===== config.mk =====
export PLATFORM = sky130hd
export DESIGN_NAME = mdio_master
export DESIGN_NICKNAME = d
export VERILOG_FILES = /design/src/rtl/mdio_pkg.sv /design/src/rtl/mdc_phase_gen.sv /design/src/rtl/mdio_frame_tx.sv /design/src/rtl/mdio_frame_rx.sv /design/src/rtl/mdio_master.sv
export SDC_FILE = /design/constraint.sdc
export NUM_CORES = 1
export LEC_CHECK = 0
export BUFFER_PORTS_ARGS = -buffer_cell sky130_fd_sc_hd__clkbuf_2
export CAP_MARGIN = 25
export CORE_ASPECT_RATIO = 1.1
export CORE_MARGIN = 2
export CORE_UTILIZATION = 35
export DETAILED_ROUTE_END_ITERATION = 10
export GPL_TIMING_DRIVEN = 0
export HOLD_SLACK_MARGIN = 0.03
export PLACE_DENSITY_LB_ADDON = 0.25
export RECOVER_POWER = 25
export SYNTH_ARGS = -nofsm -noshare
export SYNTH_HDL_FRONTEND = slang
export SYNTH_SLANG_ARGS = --single-unit

===== constraint.sdc =====
create_clock -name clk -period 2.45 [get_ports clk]
set_input_delay 0.1225 -clock clk [delete_from_list [all_inputs] [get_ports clk]]
set_output_delay 0.1225 -clock clk [all_outputs]
set_load 0.1 [all_outputs]

===== src/rtl/mdio_pkg.sv =====
package mdio_pkg;
  localparam int ADDR_W         = 5;
  localparam int DATA_W         = 16;
  localparam int PRE_BITS       = 34;
  localparam int HDR_BITS       = 4 + 2 * ADDR_W;
  localparam int FRAME_BITS     = PRE_BITS + HDR_BITS + 2 + DATA_W;
  localparam int RD_DRIVE_SLOTS = PRE_BITS + HDR_BITS;
  localparam int RD_FIRST_SAMP  = RD_DRIVE_SLOTS + 1;
  localparam int RD_SLOTS       = RD_FIRST_SAMP + DATA_W;
  localparam int WR_SLOTS       = FRAME_BITS;

  typedef enum logic [1:0] {
    PH_SETUP = 2'd0,
    PH_HIGH  = 2'd1,
    PH_HOLD  = 2'd2
  } mdc_phase_e;

  function automatic logic [FRAME_BITS-1:0] build_frame(
    input logic              rd,
    input logic [ADDR_W-1:0] phy,
    input logic [ADDR_W-1:0] rega,
    input logic [DATA_W-1:0] wd
  );
    logic [1:0]        op;
    logic [1:0]        ta;
    logic [DATA_W-1:0] dat;
    op  = rd ? 2'b10 : 2'b01;
    ta  = rd ? 2'b00 : 2'b10;
    dat = rd ? '0 : wd;
    return {{PRE_BITS{1'b1}}, 2'b01, op, phy, rega, ta, dat};
  endfunction
endpackage


===== src/rtl/mdc_phase_gen.sv =====
module mdc_phase_gen #(
  parameter int PHASE_CLKS = 4
) (
  input  logic clk,
  input  logic rst,
  input  logic run,
  output logic mdc,
  output logic slot_end,
  output logic sample_pt
);
  import mdio_pkg::*;

  localparam int CW = (PHASE_CLKS > 1) ? $clog2(PHASE_CLKS) : 1;
  localparam logic [CW-1:0] CNT_LAST = CW'(PHASE_CLKS - 1);

  logic [CW-1:0] cnt;
  mdc_phase_e    ph;
  logic          ph_end;

  assign ph_end    = run && (cnt == CNT_LAST);
  assign slot_end  = ph_end && (ph == PH_HOLD);
  assign sample_pt = ph_end && (ph == PH_HIGH);

  always_ff @(posedge clk) begin
    if (rst || !run) begin
      cnt <= '0;
      ph  <= PH_SETUP;
      mdc <= 1'b0;
    end else if (ph_end) begin
      cnt <= '0;
      case (ph)
        PH_SETUP: begin ph <= PH_HIGH; mdc <= 1'b1; end
        PH_HIGH:  begin ph <= PH_HOLD; mdc <= 1'b0; end
        default:  begin ph <= PH_SETUP; mdc <= 1'b0; end
      endcase
    end else begin
      cnt <= cnt + 1'b1;
    end
  end

  p_mdc_only_high_phase_r4: assert property (@(posedge clk) disable iff (rst)
    mdc |-> (ph == PH_HIGH));
  p_mdc_low_when_stopped_r1: assert property (@(posedge clk) disable iff (rst)
    !run |=> !mdc);
endmodule


===== src/rtl/mdio_frame_tx.sv =====
module mdio_frame_tx #(
  parameter logic [4:0] PHY_ADDR = 5'd1
) (
  input  logic        clk,
  input  logic        rst,
  input  logic        load,
  input  logic        load_rd,
  input  logic [4:0]  load_reg,
  input  logic [15:0] load_wdata,
  input  logic        shift,
  output logic        mdio_o
);
  import mdio_pkg::*;

  logic [FRAME_BITS-1:0] shreg;

  always_ff @(posedge clk) begin
    if (rst) begin
      shreg <= '0;
    end else if (load) begin
      shreg <= build_frame(load_rd, PHY_ADDR, load_reg, load_wdata);
    end else if (shift) begin
      shreg <= {shreg[FRAME_BITS-2:0], 1'b0};
    end
  end

  assign mdio_o = shreg[FRAME_BITS-1];

  p_preamble_first_r2: assert property (@(posedge clk) disable iff (rst)
    load |=> mdio_o);
endmodule


===== src/rtl/mdio_frame_rx.sv =====
module mdio_frame_rx #(
  parameter int DW = 16
) (
  input  logic          clk,
  input  logic          rst,
  input  logic          clear,
  input  logic          sample_en,
  input  logic          mdio_i,
  output logic [DW-1:0] word
);
  always_ff @(posedge clk) begin
    if (rst || clear) begin
      word <= '0;
    end else if (sample_en) begin
      word <= {word[DW-2:0], mdio_i};
    end
  end
endmodule


===== src/rtl/mdio_master.sv =====
module mdio_master #(
  parameter int         PHASE_CLKS = 4,
  parameter logic [4:0] PHY_ADDR   = 5'd1
) (
  input  logic        clk,
  input  logic        rst,
  input  logic        req,
  input  logic        req_rd,
  input  logic [4:0]  req_reg,
  input  logic [15:0] req_wdata,
  output logic        busy,
  output logic        done,
  output logic [15:0] rd_data,
  output logic        mdc,
  output logic        mdio_o,
  output logic        mdio_oe,
  input  logic        mdio_i
);
  import mdio_pkg::*;

  localparam int SLOT_W = $clog2(FRAME_BITS + 1);

  logic              accept;
  logic              is_rd;
  logic [SLOT_W-1:0] slot;
  logic [SLOT_W-1:0] slot_nx;
  logic [SLOT_W-1:0] last_slot;
  logic [SLOT_W-1:0] drive_slots;
  logic              slot_end;
  logic              sample_pt;
  logic              sample_en;
  logic [15:0]       rx_word;

  assign accept      = req && !busy;
  assign slot_nx     = slot + 1'b1;
  assign last_slot   = is_rd ? SLOT_W'(RD_SLOTS - 1) : SLOT_W'(WR_SLOTS - 1);
  assign drive_slots = is_rd ? SLOT_W'(RD_DRIVE_SLOTS) : SLOT_W'(WR_SLOTS);
  assign sample_en   = busy && is_rd && sample_pt && (slot >= SLOT_W'(RD_FIRST_SAMP));

  mdc_phase_gen #(.PHASE_CLKS(PHASE_CLKS)) u_phase (
    .clk       (clk),
    .rst       (rst),
    .run       (busy),
    .mdc       (mdc),
    .slot_end  (slot_end),
    .sample_pt (sample_pt)
  );

  mdio_frame_tx #(.PHY_ADDR(PHY_ADDR)) u_tx (
    .clk        (clk),
    .rst        (rst),
    .load       (accept),
    .load_rd    (req_rd),
    .load_reg   (req_reg),
    .load_wdata (req_wdata),
    .shift      (busy && slot_end),
    .mdio_o     (mdio_o)
  );

  mdio_frame_rx #(.DW(16)) u_rx (
    .clk       (clk),
    .rst       (rst),
    .clear     (accept),
    .sample_en (sample_en),
    .mdio_i    (mdio_i),
    .word      (rx_word)
  );

  always_ff @(posedge clk) begin
    if (rst) begin
      busy    <= 1'b0;
      done    <= 1'b0;
      mdio_oe <= 1'b0;
      is_rd   <= 1'b0;
      slot    <= '0;
      rd_data <= '0;
    end else begin
      done <= 1'b0;
      if (accept) begin
        busy    <= 1'b1;
        is_rd   <= req_rd;
        slot    <= '0;
        mdio_oe <= 1'b1;
      end else if (busy && slot_end) begin
        if (slot == last_slot) begin
          busy    <= 1'b0;
          done    <= 1'b1;
          mdio_oe <= 1'b0;
          if (is_rd) rd_data <= rx_word;
        end else begin
          slot    <= slot_nx;
          mdio_oe <= (slot_nx < drive_slots);
        end
      end
    end
  end

  p_idle_quiet_r1: assert property (@(posedge clk) disable iff (rst)
    !busy |-> (!mdio_oe && !mdc));
  p_data_steady_high_r4: assert property (@(posedge clk) disable iff (rst)
    mdc |-> $stable(mdio_o));
  p_read_released_r6: assert property (@(posedge clk) disable iff (rst)
    (busy && is_rd && slot >= SLOT_W'(RD_DRIVE_SLOTS)) |-> !mdio_oe);
  p_done_single_r7: assert property (@(posedge clk) disable iff (rst)
    done |=> !done);
  p_done_after_busy_r7: assert property (@(posedge clk) disable iff (rst)
    done |-> (!busy && $past(busy)));
  p_no_restart_r8: assert property (@(posedge clk) disable iff (rst)
    (busy && req && !slot_end) |=> (busy && $stable(is_rd)));
  p_write_keeps_rd_r10: assert property (@(posedge clk) disable iff (rst)
    (done && !is_rd) |-> $stable(rd_data));
endmodule


* Yosys cells after proc, flatten, opt, wreduce, memory -nomap -nowiden
Cells that the tools add are included.
W data, S select, Z words.
** Storage, ports and cells
- Register bits after elaboration :: 114
- Input bits :: 26
- Word-level logic and storage cells :: 59
** Operators by class
- $add $sub $neg :: 2
- Magnitude comparators :: 2
- Equal/unequal tests :: 4
- Muxes and demuxes :: 16
- Bitwise gates (word level) :: 3
- Reduce and logical (&&, ||, !) cells :: 20
** Operator list (number)
- $mux W66 :: 2
- $mux W16 :: 1
- $mux W1 :: 9
- $logic_and A1 B1 Y1 :: 8
- $add A7 B1 Y7 const B :: 1
- $eq A7 B7 Y1 :: 1
- $ge A7 B6 Y1 const B :: 1
- $lt A7 B7 Y1 :: 1
- $mux W7 :: 1
- $eq A2 B2 Y1 const B :: 2
- $mux W2 :: 2
- $pmux W2 S2 :: 1
- $reduce_and A2 Y1 :: 2
- $reduce_and A4 Y1 :: 1
- $reduce_bool A2 Y1 :: 2
- $reduce_or A2 Y1 :: 2
- $not A1 Y1 :: 3
- $reduce_or A3 Y1 :: 1
- $add A2 B1 Y2 const B :: 1
- $eq A2 B1 Y1 const B :: 1
- $logic_not A2 Y1 :: 1
- $logic_or A1 B1 Y1 :: 2
- $logic_not A1 Y1 :: 1

* Logic depth before layout (Yosys ltp)
Gate-level depths: netlist (run 1).
- Depth after elaboration :: 6
- Depth in mapped cells :: 8

* Hierarchy
From an unflattened synthesis (run 1), not the netlist that was laid out.
** Unflattened totals
- Cell total of the unflattened synthesis :: 530
- Area total of the unflattened synthesis :: 4988.5 um2
** Modules (own cells, without submodules)
- mdio_frame_tx :: times used 1, cells each 306, area an instance 2925.3 um2, seq. area each 1321.3 um2
- mdio_master :: times used 1, cells each 154, area an instance 1308.8 um2, seq. area each 540.5 um2
- mdio_frame_rx :: times used 1, cells each 53, area an instance 581.8 um2, seq. area each 320.3 um2
- mdc_phase_gen :: times used 1, cells each 17, area an instance 172.7 um2, seq. area each 80.1 um2

* Least setup slack after synthesis (run 1)
OpenSTA, ideal clock, no wires.
- Kind :: reg2reg
- Start point :: register u_phase.ph[0]
- End point :: register u_rx.word[5]
- Data arrival time :: 2.267 ns
- Required time :: 2.378 ns
- Path slack :: 0.111 ns
- Stages on the path, launching flop included :: 5
- Cell sequence :: dfxtp_1 -> nand2_1 -> a2111oi_4 -> buf_6 -> mux2i_1
** On the way
- Longest elaborated chain between the ends :: 4
** RTL lines
- from (decl) :: line mdc_phase_gen.sv:17 : mdc_phase_e ph;
- from (signal assigned) :: line mdc_phase_gen.sv:27 : ph <= PH_SETUP;
- from (signal assigned) :: line mdc_phase_gen.sv:32 : PH_SETUP: begin ph <= PH_HIGH; mdc <= 1'b1; end
- from (signal assigned) :: line mdc_phase_gen.sv:33 : PH_HIGH: begin ph <= PH_HOLD; mdc <= 1'b0; end
- $eq A2 B1 Y1 :: line mdc_phase_gen.sv:22 : assign sample_pt = ph_end && (ph == PH_HIGH);
- $logic_and A1 B1 Y1 :: line mdc_phase_gen.sv:22
- $logic_and A1 B1 Y1 (2 in a row) :: line mdio_master.sv:38 : assign sample_en = busy && is_rd && sample_pt && (slot >= SLOT_W'(RD_FIRST_SAMP));
- to (signal assigned) :: line mdio_frame_rx.sv:15 : word <= {word[DW-2:0], mdio_i};
- to (decl) :: line mdio_frame_rx.sv:9 : output logic [DW-1:0] word
Every way passes these cells.
A chain may end at the register's enable or synchronous reset.

* Worst setup path after layout (run 1)
- Start point :: register u_phase.cnt[0]
- End point :: register rd_data[12]
** On the way
- Longest elaborated chain between the ends :: 5
** RTL lines
- from (decl) :: line mdc_phase_gen.sv:16 : logic [CW-1:0] cnt;
- from (signal assigned) :: line mdc_phase_gen.sv:37 : cnt <= cnt + 1'b1;
- $eq A2 B2 Y1 :: line mdc_phase_gen.sv:20 : assign ph_end = run && (cnt == CNT_LAST);
- $logic_and A1 B1 Y1 :: line mdc_phase_gen.sv:20
- $logic_and A1 B1 Y1 :: line mdc_phase_gen.sv:21 : assign slot_end = ph_end && (ph == PH_HOLD);
- $logic_and A1 B1 Y1 :: line mdio_master.sv:84 : end else if (busy && slot_end) begin
- $reduce_and A4 Y1 (no line)
- to (signal assigned) :: line mdio_master.sv:89 : if (is_rd) rd_data <= rx_word;
- to (decl) :: line mdio_master.sv:13 : output logic [15:0] rd_data,
Every way passes these cells.

==> impl_metrics.py, run 1 <==
metrics = {
    "cells_and_area": {
        "nets": 661,
        "final_layout_size_suffix_gt1_share_pct": 9.984,
        "layout.cells.non_filler": 798,
        "area_delta_synth_final_pct": 27.39,
        "diodes": 0,
    },
    "route": {
        "vias": 4075,
        "drc_errors": 0,
        "maxUsedRoutingLayer": "met4",
        "drtAntennaViolNets": 0,
        "wl_met3_um": 422,
        "routed_via_density": 5.107,
        "dr.pass1.iters": 4,
        "drt-initial-drc-count": 184,
        "met2_wirelength_mm": 5.368,
        "wl_met1_mm": 4.983,
        "wire_per_inst_um": 13.87,
        "wl_mm": 11.07,
    },
    "place": {
        "pre_cts_ws_ns": 0.2314,
        "hpwl_mm": 7.471,
        "port_buffers": 46,
        "placedCellCount": 752,
        "gp_congestion": 0.7960,
    },
    "clocking": {
        "worstSkewPairLatency_ns": 0.42,
        "cts_made_buffers": 17,
        "cts.htree.levels": 4,
        "postCtsSetupBuffers": 0,
        "cts_root_buffer": "clkbuf_16",
        "cts_sinks": 113,
        "cts_buffer_depth": 2,
        "clk_pin_slew_ns": 0.05,
        "cts_tree": "done",
    },
    "sta": {
        "finClkSkew_ns": 0.007150,
        "setup_violations": 0,
        "fin_ws_ns": 0.2785,
        "worst_hold_slack_ns": 0.03794,
        "fin_crit_sh_pct": 88.63,
        "tightest_slew_ns": 1.181,
        "relSlewSlack_pct": 21.62,
        "finalHoldViolations": 0,
        "final_max_slew_viol_count": 0,
        "finalSetupTns_ns": 0,
        "maxClockFrequency_mhz": 460.5,
        "fin_crit_ns": 2.172,
        "grt_setup_unrepaired": "no",
    },
    "die": {
        "die_h_um": 123.6,
        "die-area_um2": 13930,
        "coreArea_um2": 12640,
        "io_pins": 47,
        "core.rowCount": 43,
        "chipWidth_um": 112.7,
        "start_util_pct": 35.98,
    },
    "global_routing": {
        "grt_max_degree": 17,
        "overflow": 0,
        "track_usage_pct": 17.23,
        "antenna_found_initial": 0,
        "grt_pass1_wl_mm": 18.97,
        "grt_pass1_vias": 4066,
    },
    "flow_run": {
        "drv_cap": 0,
    },
    "synthesis": {
        "syn_inst": 549,
        "ys_types": 37,
        "syn_nets": 581,
        "synth_seq_cells": 113,
        "avgSynthCellArea_um2": 8.287,
        "synth_most_common_cell": "dfxtp_1",
        "ys_seq_area_share_pct": 49.72,
        "yosys-top-cells-area": "dfxtp_1, nor3_1, nand2_1, a21oi_1, nor2_1",
        "synthArstFlopShare_pct": 0,
        "synth_commonest_cells": "dfxtp_1, nand2_1, nor3_1",
        "ys.flop_type": "dfxtp_1",
        "syn_area_um2": 4549,
        "yosysTopAreaCellShare_pct": 49.72,
        "synth_edf_count": 0,
        "synth_top_cell_by_area": "dfxtp_1",
        "yosys_warnings": 0,
    },
    "pwr": {
        "intPower_mw": 4.084,
        "pwr-share-comb_pct": 5.7,
        "leakage_nw": 2.147,
        "switching_share_pct": 20.85,
        "worst_ir_drop_vdd_v": 0.0004848,
        "p_per_area_nw_per_um2": 890.2,
        "clkPwrFrac_pct": 56.1,
        "p_switching_mw": 1.076,
        "seqPwrFrac_pct": 38.3,
    },
    "critical_path": {
        "setup.worst_path.start_class": "flop",
        "cp_data_arrival_time_ns": 2.51,
        "worst_setup_path_end_kind": "flop",
        "path_class": "reg -> reg",
        "critical_path.max_fanout": 10,
        "worstPathRequired_ns": 2.79,
    },
    "worst_hold_path": {
        "hp-class": "in -> reg",
    },
    "run_status": {
        "status": "finished clean",
    },
}
-- state kept, by name, indices dropped and copies added (netlist names) --
name,flops
mdio_oe,1
is_rd,1
u_rx.word,16
u_tx.shreg,66
rd_data,16
u_phase.ph,2
u_phase.cnt,2
busy,1
done,1
slot,7
-- cell families after synthesis --
| kind of cell | synth area share [%] |
|---|---|
| buffers and inverters | 5.721 |
| DFF | 49.72 |
| AOI/OAI and AO/OA | 13.64 |
| and+or+nand+nor | 24.01 |
| muxes | 3.520 |
| adders and majority gates | 1.650 |
| xor gates and xnor gates | 1.733 |
-- worst max-delay path, stage by stage (launching register included) --
cell      delay, ns
dfxtp_1        0.33
ha_1           0.25
and4b_1        0.21
buf_2          0.23
nand4_1        0.27
clkbuf_1       0.32
or3_1          0.37
a21oi_1        0.12
-- cells in the final DEF (no fill, tap or decap), types with 17 or more instances in the layout --
cell / n
a21oi_1: 51
clkbuf_1: 59
clkbuf_16: 17
clkbuf_2: 26
dfxtp_1: 113
inv_1: 22
nand2_1: 78
nor2_1: 48
nor3_1: 73
o21ai_0: 17
-- cell type report --
| class | count | area [µm²] |
|---|---|---|
| Buffer | 44 | 177.7 |
| Clock buffer | 20 | 456.7 |
| Clock inverter | 11 | 232.7 |
| Fill cell | 1221 | 6848 |
| Inverter | 22 | 82.58 |
| Multi-Input combinational cell | 370 | 2033 |
| Sequential cell | 113 | 2262 |
| Tap cell | 157 | 196.4 |
| Timing Repair Buffer | 61 | 354.1 |
-- path summary, 6_finish.rpt --
check,start,end,slack (ns),cells after the start
worst max-delay path,u_phase.cnt[0],rd_data[12],0.28,7
worst min-delay path,req_wdata[9],u_tx.shreg[9],0.04,3
worst min register to register,u_phase.cnt[0],u_phase.cnt[0],0.43,1
worst max register to register,u_phase.cnt[0],rd_data[12],0.28,7
-- timing repair --
item                       CTS  global route
hold buffers                15             0
resized for setup            0             3
hold endpoints to repair    15             0
setup endpoints to repair    0             3
-- per-stage QoR --
stage | utilization (%) | instance area, µm² | power (mW)
6_report | 45.84 | 5796 | 5.159
3_3_place_gp | 39.36 | 4976 | 2.276
4_1_cts | 46.00 | 5816 | 5.210
5_1_grt | 45.84 | 5796 | 5.344
3_5_place_dp | 39.36 | 4976 | 2.286
2_1_floorplan | - | 4549 | 2.195
-- routing by layer --
layer	global-route usage [%]	vias to the layer above
li1	-	2055
met1	20.29	1920
met2	28.97	77
met3	5.158	23
met4	8.155	0
met5	0	-
-- power groups by stage --
| stage | combinational [mW] | clock (mW) | sequential (mW) |
|---|---|---|---|
| floorplan | 0.168 | 0 | 2.03 |
| global placement | 0.268 | 0 | 2.01 |
| detailed placement | 0.276 | 0 | 2.01 |
| CTS | 0.296 | 2.94 | 1.97 |
| global route | 0.330 | 3.03 | 1.98 |
| finish | 0.293 | 2.89 | 1.97 |
Note: power is estimated with default switching activity, not from simulation.
==> run 2: changes to the inputs <==
Settings changed: ABC_AREA from default to 1.
==> run 2 against run 1 <==
Register-to-register slack gained 0.16 ns; area after synthesis down 3.7%; sequential power barely moved.
==> impl_metrics.py, run 2 <==
metrics = {
    "critical_path": {
        "cp_data_arrival_time_ns": 2.35,
        "max_stage_delay_ns": 0.49,
        "path_class": "reg -> reg",
        "critical_path.max_fanout": 8,
        "worstPathRequired_ns": 2.79,
        "cpMostUsedCell": "nand2_1",
        "setup.worst_path.start_class": "flop",
        "cp_slowest_cell": "dfxtp_1",
        "crit_chain": "ha_1 -> nand2_1 -> nor2_1 -> nand2_1 -> xor2_1 -> ha_1 -> a21o_1 -> nor2_1 -> nand2_1 -> a21oi_1",
        "rrSetupSlack_ns": 0.44,
        "worst_setup_path_end_kind": "flop",
    },
    "pwr": {
        "p_switching_mw": 1.156,
        "worst_ir_drop_vdd_v": 0.0005423,
        "p_total_mw": 4.930,
        "switching_share_pct": 23.45,
        "leakage_nw": 2.214,
        "clkPwrFrac_pct": 54.0,
        "pwr-share-comb_pct": 6.4,
        "intPower_mw": 3.774,
        "seqPwrFrac_pct": 39.5,
        "p_per_area_nw_per_um2": 877.2,
    },
    "global_routing": {
        "grt_max_degree": 17,
        "track_usage_pct": 15.99,
        "grt_pass1_vias": 3752,
        "antenna_found_initial": 0,
        "grt_pass1_wl_mm": 17.33,
        "overflow": 0,
    },
    "cells_and_area": {
        "area_delta_synth_final_pct": 28.31,
        "reg_top3": "u_tx.shreg x66, rd_data x16, u_rx.word x16",
        "mostFrequentLayoutCells": "dfxtp_1, nand2_1, inv_1, nor2_1, clkbuf_1",
        "layout_commonest_cell": "dfxtp_1",
        "largest_reg_flops": 66,
        "regMostFlops": "u_tx.shreg",
        "nets": 647,
        "final_layout_size_suffix_gt1_share_pct": 13.22,
        "layout.cells.non_filler": 783,
    },
    "synthesis": {
        "synth_most_common_cell": "dfxtp_1",
        "ys_types": 35,
        "yosysTopAreaCellShare_pct": 51.64,
        "syn_inst": 528,
        "ys.flop_type": "dfxtp_1",
        "syn_area_um2": 4380,
        "synthArstFlopShare_pct": 0,
        "yosys_warnings": 0,
        "yosys-top-cells-area": "dfxtp_1, nand2_1, a221oi_1, inv_1, a21oi_1",
        "avgSynthCellArea_um2": 8.296,
        "synth_top_cell_by_area": "dfxtp_1",
        "synth_edf_count": 0,
        "synth_commonest_cells": "dfxtp_1, nand2_1, inv_1",
        "ys_seq_area_share_pct": 51.64,
        "synth_seq_cells": 113,
        "syn_nets": 560,
    },
    "clocking": {
        "cts_root_buffer": "clkbuf_16",
        "clk_pin_slew_ns": 0.06,
        "cts_buffer_depth": 2,
        "cts.htree.levels": 4,
        "cts_sinks": 113,
        "worstSkewPairLatency_ns": 0.41,
        "postCtsSetupBuffers": 0,
        "cts_made_buffers": 17,
        "cts.repair.resized": 0,
        "postCtsHoldBufs": 23,
        "cts_tree": "done",
    },
    "sta": {
        "finClkSkew_ns": 0.007762,
        "finalHoldViolations": 0,
        "fin_crit_ns": 2.014,
        "relSlewSlack_pct": 20.20,
        "final_max_slew_viol_count": 0,
        "finalSetupTns_ns": 0,
        "setup_violations": 0,
        "fin_crit_sh_pct": 82.22,
        "grt_setup_unrepaired": "no",
        "tightest_slew_ns": 1.202,
        "fin_ws_ns": 0.4357,
        "worst_hold_slack_ns": 0.04622,
        "maxClockFrequency_mhz": 496.4,
    },
    "route": {
        "drtAntennaViolNets": 0,
        "routed_via_density": 4.986,
        "drc_errors": 0,
        "wl_mm": 10.15,
        "dr.pass1.iters": 5,
        "vias": 3904,
        "wire_per_inst_um": 12.96,
        "drt-initial-drc-count": 266,
    },
    "die": {
        "die_h_um": 121.3,
        "start_util_pct": 36.09,
        "io_pins": 47,
        "die-area_um2": 13430,
        "core.rowCount": 42,
        "coreArea_um2": 12140,
        "chipWidth_um": 110.7,
    },
    "run_status": {
        "status": "finished clean",
    },
    "place": {
        "placedCellCount": 727,
        "hpwl_mm": 6.917,
        "port_buffers": 45,
        "gp_congestion": 0.7693,
        "pre_cts_ws_ns": 0.4690,
    },
    "flow_run": {
        "drv_cap": 0,
    },
    "worst_hold_path": {
        "hp-class": "in -> reg",
    },
}
[run 2: logic make-up after synthesis]
| kind of cell | Yosys count | synth area share (%) |
|---|---|---|
| compound gates | 126 | 18.31 |
| xor+xnor | 3 | 0.5999 |
| fa+ha+maj | 6 | 1.714 |
| buf+inv | 87 | 8.483 |
| flops | 113 | 51.64 |
| simple gates | 193 | 19.25 |
[run 2: worst paths after layout]
kind	startpoint	end	depth (start not counted)
worst max-delay path	slot[0]	mdio_oe	10
worst min-delay path	req	u_tx.shreg[39]	3
worst max register to register	slot[0]	mdio_oe	10
worst min register to register	u_phase.cnt[0]	u_phase.cnt[0]	1
[run 2: cell type report]
type,instances,area (µm²)
flip-flops and latches,113,2262
inverters,56,210.2
clock buffers,18,439.2
fillers,1187,6519
multi-input cells,328,1725
diodes,1,2.502
well taps,154,192.7
plain buffers,31,155.1
clock inverters,14,203.9
repair buffers,68,429.2
[run 2: layer usage]
layer / track usage (%) / wire (µm) / part of all wire (%) / up-vias
met5: 0 / 0 / 0 / -
met4: 6.641 / 193 / 1.9 / 0
met3: 4.346 / 450 / 4.4 / 20
met2: 26.53 / 4869 / 48 / 97
met1: 19.71 / 4637 / 46 / 1840
li1: - / - / - / 1947
[run 2: per-stage QoR]
stage / utilization [%] / cell area [µm²]
final: 46.30 / 5620
after global routing: 46.28 / 5618
after CTS: 46.72 / 5672
after detailed placement: 39.53 / 4798
after global placement: 39.53 / 4798
after floorplan: - / 4380
[run 2: critical path: cells and delay by family (launching register included)]
kind / cells / cell delay, ns
DFF: 1 / 0.49
AOI/OAI and AO/OA: 2 / 0.29
adders and majority gates: 2 / 0.51
xor gates and xnor gates: 1 / 0.19
and+or+nand+nor: 5 / 0.47
[run 2: power by group through the flow]
| stage | sequential (mW) | clock [mW] | combinational [mW] |
|---|---|---|---|
| global route | 1.95 | 2.79 | 0.356 |
| detailed placement | 1.99 | 0 | 0.291 |
| finish | 1.95 | 2.66 | 0.318 |
| floorplan | 2.02 | 0 | 0.177 |
| CTS | 1.95 | 2.69 | 0.321 |
| global placement | 1.99 | 0 | 0.285 |
